--- config.mk ---
export PLATFORM = sky130hd
export DESIGN_NAME = pmen_ctrl
export DESIGN_NICKNAME = d
export VERILOG_FILES = /design/src/rtl/pmen_pkg.sv /design/src/rtl/pmen_gate.sv /design/src/rtl/pmen_bits.sv /design/src/rtl/pmen_view.sv /design/src/rtl/pmen_ctrl.sv
export SDC_FILE = /design/constraint.sdc
export NUM_CORES = 1
export LEC_CHECK = 0
export BUFFER_PORTS_ARGS = -buffer_cell sky130_fd_sc_hd__buf_4
export CORE_AREA = 2 2 47 49
export CTS_CLUSTER_SIZE = 25
export DETAILED_ROUTE_END_ITERATION = 10
export DIE_AREA = 0 0 49 51
export HOLD_SLACK_MARGIN = 0.08
export MAX_ROUTING_LAYER = met4
export PLACE_DENSITY = 0.88
export SYNTH_ARGS = -nofsm -noshare
export SYNTH_HDL_FRONTEND = slang
export SYNTH_SLANG_ARGS = --single-unit
--- constraint.sdc ---
create_clock -name clk -period 1.38 [get_ports clk]
set_input_delay 0.414 -clock clk [delete_from_list [all_inputs] [get_ports clk]]
set_output_delay 0.414 -clock clk [all_outputs]
set_load 0.05 [all_outputs]
--- src/rtl/pmen_pkg.sv ---
package pmen_pkg;

    localparam int REG_W   = 32;
    localparam int CYC_POS = 31;

    typedef enum logic [2:0] {
        ACC_IDLE,
        ACC_DENY,
        ACC_READ,
        ACC_SET,
        ACC_CLR
    } acc_e;

endpackage

--- src/rtl/pmen_gate.sv ---
module pmen_gate
    import pmen_pkg::*;
(
    input  logic sel,
    input  logic wr,
    input  logic view_clr,
    input  logic priv,
    input  logic user_ok,
    output acc_e kind
);

    logic allowed;

    assign allowed = priv | user_ok;

    always_comb begin
        if (!sel) begin
            kind = ACC_IDLE;
        end else if (!allowed) begin
            kind = ACC_DENY;
        end else if (!wr) begin
            kind = ACC_READ;
        end else if (view_clr) begin
            kind = ACC_CLR;
        end else begin
            kind = ACC_SET;
        end
    end

endmodule

--- src/rtl/pmen_bits.sv ---
module pmen_bits
    import pmen_pkg::*;
#(
    parameter int N_EVT = 6
) (
    input  logic             clk,
    input  logic             rst_n,
    input  acc_e             kind,
    input  logic [REG_W-1:0] wdata,
    output logic [N_EVT:0]   en
);

    localparam int EW = N_EVT + 1;

    logic [EW-1:0] pick;

    assign pick = {wdata[CYC_POS], wdata[N_EVT-1:0]};

    generate
        if (N_EVT < CYC_POS) begin : g_rsv
            logic unused_rsv;
            assign unused_rsv = ^wdata[CYC_POS-1:N_EVT];
        end
    endgenerate

    generate
        for (genvar i = 0; i < EW; i++) begin : g_bit
            always_ff @(posedge clk) begin
                if (!rst_n) begin
                    en[i] <= 1'b0;
                end else begin
                    unique case (kind)
                        ACC_SET: if (pick[i]) en[i] <= 1'b1;
                        ACC_CLR: if (pick[i]) en[i] <= 1'b0;
                        default: ;
                    endcase
                end
            end
        end
    endgenerate

endmodule

--- src/rtl/pmen_view.sv ---
module pmen_view
    import pmen_pkg::*;
#(
    parameter int N_EVT = 6
) (
    input  logic [N_EVT:0]   en,
    input  logic             show,
    output logic [REG_W-1:0] rdata
);

    always_comb begin
        rdata = '0;
        if (show) begin
            rdata[CYC_POS]     = en[N_EVT];
            rdata[N_EVT-1:0]   = en[N_EVT-1:0];
        end
    end

endmodule

--- src/rtl/pmen_ctrl.sv ---
module pmen_ctrl
    import pmen_pkg::*;
#(
    parameter int N_EVT = 6
) (
    input  logic              clk,
    input  logic              rst_n,
    input  logic              sel,
    input  logic              wr,
    input  logic              view_clr,
    input  logic [31:0]       wdata,
    input  logic              priv,
    input  logic              user_ok,
    output logic [31:0]       rdata,
    output logic              fault,
    output logic [N_EVT:0]    cnt_en
);

    acc_e kind;
    logic show;

    pmen_gate u_gate (
        .sel      (sel),
        .wr       (wr),
        .view_clr (view_clr),
        .priv     (priv),
        .user_ok  (user_ok),
        .kind     (kind)
    );

    pmen_bits #(.N_EVT(N_EVT)) u_bits (
        .clk   (clk),
        .rst_n (rst_n),
        .kind  (kind),
        .wdata (wdata),
        .en    (cnt_en)
    );

    always_comb begin
        unique case (kind)
            ACC_READ, ACC_SET, ACC_CLR: show = 1'b1;
            default:                    show = 1'b0;
        endcase
    end

    assign fault = (kind == ACC_DENY);

    pmen_view #(.N_EVT(N_EVT)) u_view (
        .en    (cnt_en),
        .show  (show),
        .rdata (rdata)
    );

endmodule

* After elaboration in Yosys (flattened, before gate mapping)
Index checks and enable logic that the tools add are counted.
W data, S select, Z words.
** Word-level totals
- Input port bits :: 39
- Flip-flop bits (word level) :: 7
- Output and inout bits :: 40
- Word-level logic and storage cells :: 63
** Cells by class
- Mux-type cells :: 28
- Bitwise operators :: 1
- Reduce and logical (&&, ||, !) cells :: 9
- Eq/ne operators :: 18
** Operators by type and width (count)
- $ne A2 B2 Y1 const B :: 14
- $reduce_and A3 Y1 :: 7
- $mux W1 :: 16
- $pmux W1 S2 :: 7
- $mux W3 :: 4
- $eq A3 B2 Y1 const B :: 2
- $mux W6 :: 1
- $eq A3 B1 Y1 const B :: 1
- $eq A3 B3 Y1 const B :: 1
- $reduce_or A3 Y1 :: 1
- $reduce_bool A2 Y1 :: 1
- $or A1 B1 Y1 :: 1

* Depth between registers and ports, before layout
- Depth after elaboration :: 8
- Gate-level depth with buffers :: 3
- Gate-level depth less buffers :: 2

* Modules after synthesis
A second synthesis with hierarchy kept.
** Unflattened totals
- Cell total of the unflattened synthesis :: 88
- Area, all modules :: 725.7 um^2
** By module, submodules not included
- pmen_bits :: area each 429.2 um^2, sequential area each 140.1 um^2, times used 1, cells each 45
- pmen_view :: area each 235.2 um^2, sequential area each 0.0 um^2, times used 1, cells each 33
- pmen_gate :: area each 35.0 um^2, sequential area each 0.0 um^2, times used 1, cells each 7
- pmen_ctrl :: area each 26.3 um^2, sequential area each 0.0 um^2, times used 1, cells each 3

* Least setup slack after synthesis
Ideal clock, no wire load.
- Kind :: in2out
- From :: input port sel
- To :: output port fault
- Stages :: 2
- Data required time :: 966 ps
- Path buffers :: 1
- Data arrival time :: 1707 ps
- Slack :: -741 ps
- Cells stage by stage :: buf_4 > nor3b_1
** Between the ends
- Longest elaborated chain between the ends :: 2
** RTL lines
- from (decl) :: line pmen_ctrl.sv:8 : input logic sel,
- $mux W3 :: line pmen_gate.sv:17 : if (!sel) begin
- $eq A3 B1 Y1 :: line pmen_ctrl.sv:46 : assign fault = (kind == ACC_DENY);
- to (decl) :: line pmen_ctrl.sv:15 : output logic fault,
No other way between the ends.

* Worst setup path in the final report
- From :: input port priv
- To :: output port rdata[2]
** Between the ends
- Longest elaborated chain between the ends :: 7
- Elaborated cells on any way between the ends :: 9
- Classes of those cells :: 3 x eq/ne; 4 x mux; 1 x bitwise; 1 x reduce/logical
** RTL lines
- from (decl) :: line pmen_ctrl.sv:12 : input logic priv,
- $or A1 B1 Y1 (*) :: line pmen_gate.sv:14 : assign allowed = priv | user_ok;
- $mux W3 (*) :: line pmen_gate.sv:19 : end else if (!allowed) begin
- $mux W3 (*) :: line pmen_gate.sv:17
- $eq A3 B2 Y1 / $eq A3 B3 Y1 (equally long branches) :: line pmen_ctrl.sv:40 : unique case (kind)
- $reduce_or A3 Y1 (*) :: line pmen_ctrl.sv:40
- $mux W1 (*) :: line pmen_ctrl.sv:40
- $mux W6 (*) :: line pmen_view.sv:13 : if (show) begin
- to (decl) :: line pmen_ctrl.sv:14 : output logic [31:0] rdata,
Mark *: on every way between the ends. The rest lies on a longest branch, timed or not.

==> qor.yml <==
outcome: "finished, violations left"
failing_checks: "setup timing"
multi_input_area_um2: 353
rr_startpoint: "u_bits.en[6]$_SDFFE_PN0P_"
clock_tree_from_tritoncts: "built"
critical_path_buffer_and_inverter_count: 2
final_standard_cell_area_without_fillers_um2: 873
grtUsageMet3: 0.0439
timing.critical_path.max_delay_family: "buffers and inverters"
post_cts_hold_buffer_count: 0
element_type_at_the_critical_path_end: "output pin"
maximum_number_of_pins_on_one_net_before_global_route_repair: 9
p_leak_nw: 0.455
critical_path_required_ns: 0.97
root_buffer: "sky130_fd_sc_hd__clkbuf_4"
netlist_instances: 68
design.die.area_um2: 2500
numPortBuffers: 28
gr-usage-met1: 0.109
drive_above_1_share: 0.450
cellPowerDensity_nw_per_um2: 811
number_of_top_level_pins: 79
finalNetCount: 140
drc: 0
hp-start: "rst_n"
drt_iter0_drc: 3
seqCellArea_um2: 140
crit_chain: "buf_6 -> o21a_4 -> and2_4 -> buf_8"
count_of_filler_cells_inserted_in_the_layout: 214
insertion_delay_ns: 0.26
setup_viol: 8
tightest_hold_check_type: "in -> reg"
synth-seq-cells: 7
setup.reg_to_reg.worst_slack_ns: 0.76
initial_antenna_violation_count: 0
fin_skew_ns: 0
largest-register: "u_bits.en"
post_synth_main_area_contributors: "sky130_fd_sc_hd__buf_4, sky130_fd_sc_hd__dfxtp_1, sky130_fd_sc_hd__mux2i_1"
first_global_vias: 445
clock_buffers_created_by_tritoncts: 3
worst_path_largest_cell_delay_ns: 0.23
final_routed_wire_length_divided_by_cell_count_um: 10.0
critical_path_class: "in -> out"
grt_util_all_layers: 0.110
syn-mean-instance-area_um2: 8.78
route.detailed.vias_per_inst: 3.91
detailed_place.area_um2: 752
top_flop_regs: "u_bits.en (7)"
worstSetupStartpoint: "priv"
largest_register_ff_count: 7
netlist_area_um2: 597
synth_warn: 0
globalRoute.busiestLayer: "met2"
drt.antenna.violating_nets: 0
vias: 501
ctsLongestPathBuffers: 2
grt_remaining_overflow: 0
final.hold.worst_slack_ns: 0.456
grt.met2_usage: 0.183
setup_repair_after_global_routing_missed_its_margin: "true"
grt_first_pass_wirelength_mm: 2.00
ir_worst_vdd_mv: 0.326
post-route-min-period_ns: 1.45
rows: 17
routabilityCongestion: 0.755
worst_min_delay_path_endpoint: "u_bits.en[4]$_SDFFE_PN0P_"
detailed_place_hpwl_um: 999
drt_first_pass_iters: 4
critPathMaxFanout: 7
synth_top_area_cell: "sky130_fd_sc_hd__buf_4"
fp.dieH_um: 51
most_used_cells_in_the_layout_excluding_fill_and_tap_cells: "sky130_fd_sc_hd__conb_1, sky130_fd_sc_hd__buf_4"
initial_standard_cell_utilization_of_the_core: 0.289
final_hold_viol_count: 0
layout_worst_path_cycle_share: 1.05
yosysSeqAreaShare: 0.235
floorplan.core_area_um2: 2060
area_growth_pct: 46.3
drv.max_cap_violation_count: 0
final-max-slew-violation-count: 0
start_kind: "input port"
critical_path.reg2reg.endpoint: "u_bits.en[6]$_SDFFE_PN0P_"
fmaxAchievable_mhz: 690
die-width_um: 49
crit_path_dat_ns: 1.03
worstHoldPathCells: 3
layout_commonest_cell: "sky130_fd_sc_hd__conb_1"
synth_top_cell_area_share: 0.327
cts_htree_levels: 1
antenna_diode_count: 0
cts_num_sinks: 7
finalWorstSetupSlack_ns: -0.0689
clk_pin_slew_worst_paths_ns: 0.05
r2r_cell_count: 2
synth_cell_types: 12
critical-path-slowest-cell: "sky130_fd_sc_hd__o21a_4"
route.final.wire_length_mm: 1.28
==> how the worst max path moves through the flow <==
stage               endpoint  slack (ns)  cells after the start
floorplan           rdata[0]       -0.06                      3
global placement    rdata[0]       -0.17                      4
detailed placement  rdata[0]       -0.17                      4
CTS                 rdata[0]       -0.07                      4
global route        rdata[2]       -0.09                      4
finish              rdata[2]       -0.07                      4
==> metrics by stage <==
stage	util	setup slack (ns)	power, mW	setup TNS (ns)	instances
after CTS	0.423	-0.0703	0.709	-0.513	128
after global routing	0.423	-0.0852	0.731	-0.635	128
final	0.423	-0.0689	0.708	-0.497	128
after global placement	0.364	-0.166	0.495	-1.24	122
after detailed placement	0.364	-0.166	0.498	-1.27	122
after floorplan	-	-0.0649	0.503	-0.518	92
==> cells by family after synthesis <==
logic type	Yosys count	synth area share
buf+inv	29	0.373
simple gates	16	0.140
compound gates	8	0.128
flops	7	0.235
other cells	1	0.00628
mux	7	0.117
==> Yosys cell counts (all sizes together) <==
master and number:
and2 7, clkbuf 1, conb 1, buf 28
dfxtp 7, nand2b 1, nor3b 1, o2111ai 7
nand2 7, mux2i 7, o21a 1
==> final cells by class <==
cell class,instances,area share
Tap cell,28,0.0401
Sequential cell,7,0.160
Clock buffer,4,0.0301
Timing Repair Buffer,33,0.365
Multi-Input combinational cell,56,0.404
==> layer usage <==
| layer | wire length [um] | vias up | share of wire |
|---|---|---|---|
| li1 | - | 243 | - |
| met1 | 456 | 225 | 0.36 |
| met2 | 660 | 30 | 0.51 |
| met3 | 133 | 3 | 0.10 |
| met4 | 32 | 0 | 0.025 |
| met5 | 0 | - | 0 |
==> worst min-delay path, stage by stage <==
cell and delay, ns:
sky130_fd_sc_hd__buf_4 0.14, sky130_fd_sc_hd__nand2_1 0.06, sky130_fd_sc_hd__mux2i_1 0.05
==> where the power goes <==
part / switching [mW] / internal [mW] / total [mW] / leakage [nW]
clock network: 0.0853 / 0.111 / 0.196 / 0.0150
registers: 0.00496 / 0.209 / 0.214 / 0.0568
logic: 0.226 / 0.0724 / 0.299 / 0.384
==> what timing repair did <==
action	in CTS	in global routing
pin swaps	9	0
setup buffers	2	0
endpoints found under the setup margin	8	8
cloned	0	0
resized for setup	26	0
Power figures use the tool's default switching activity.
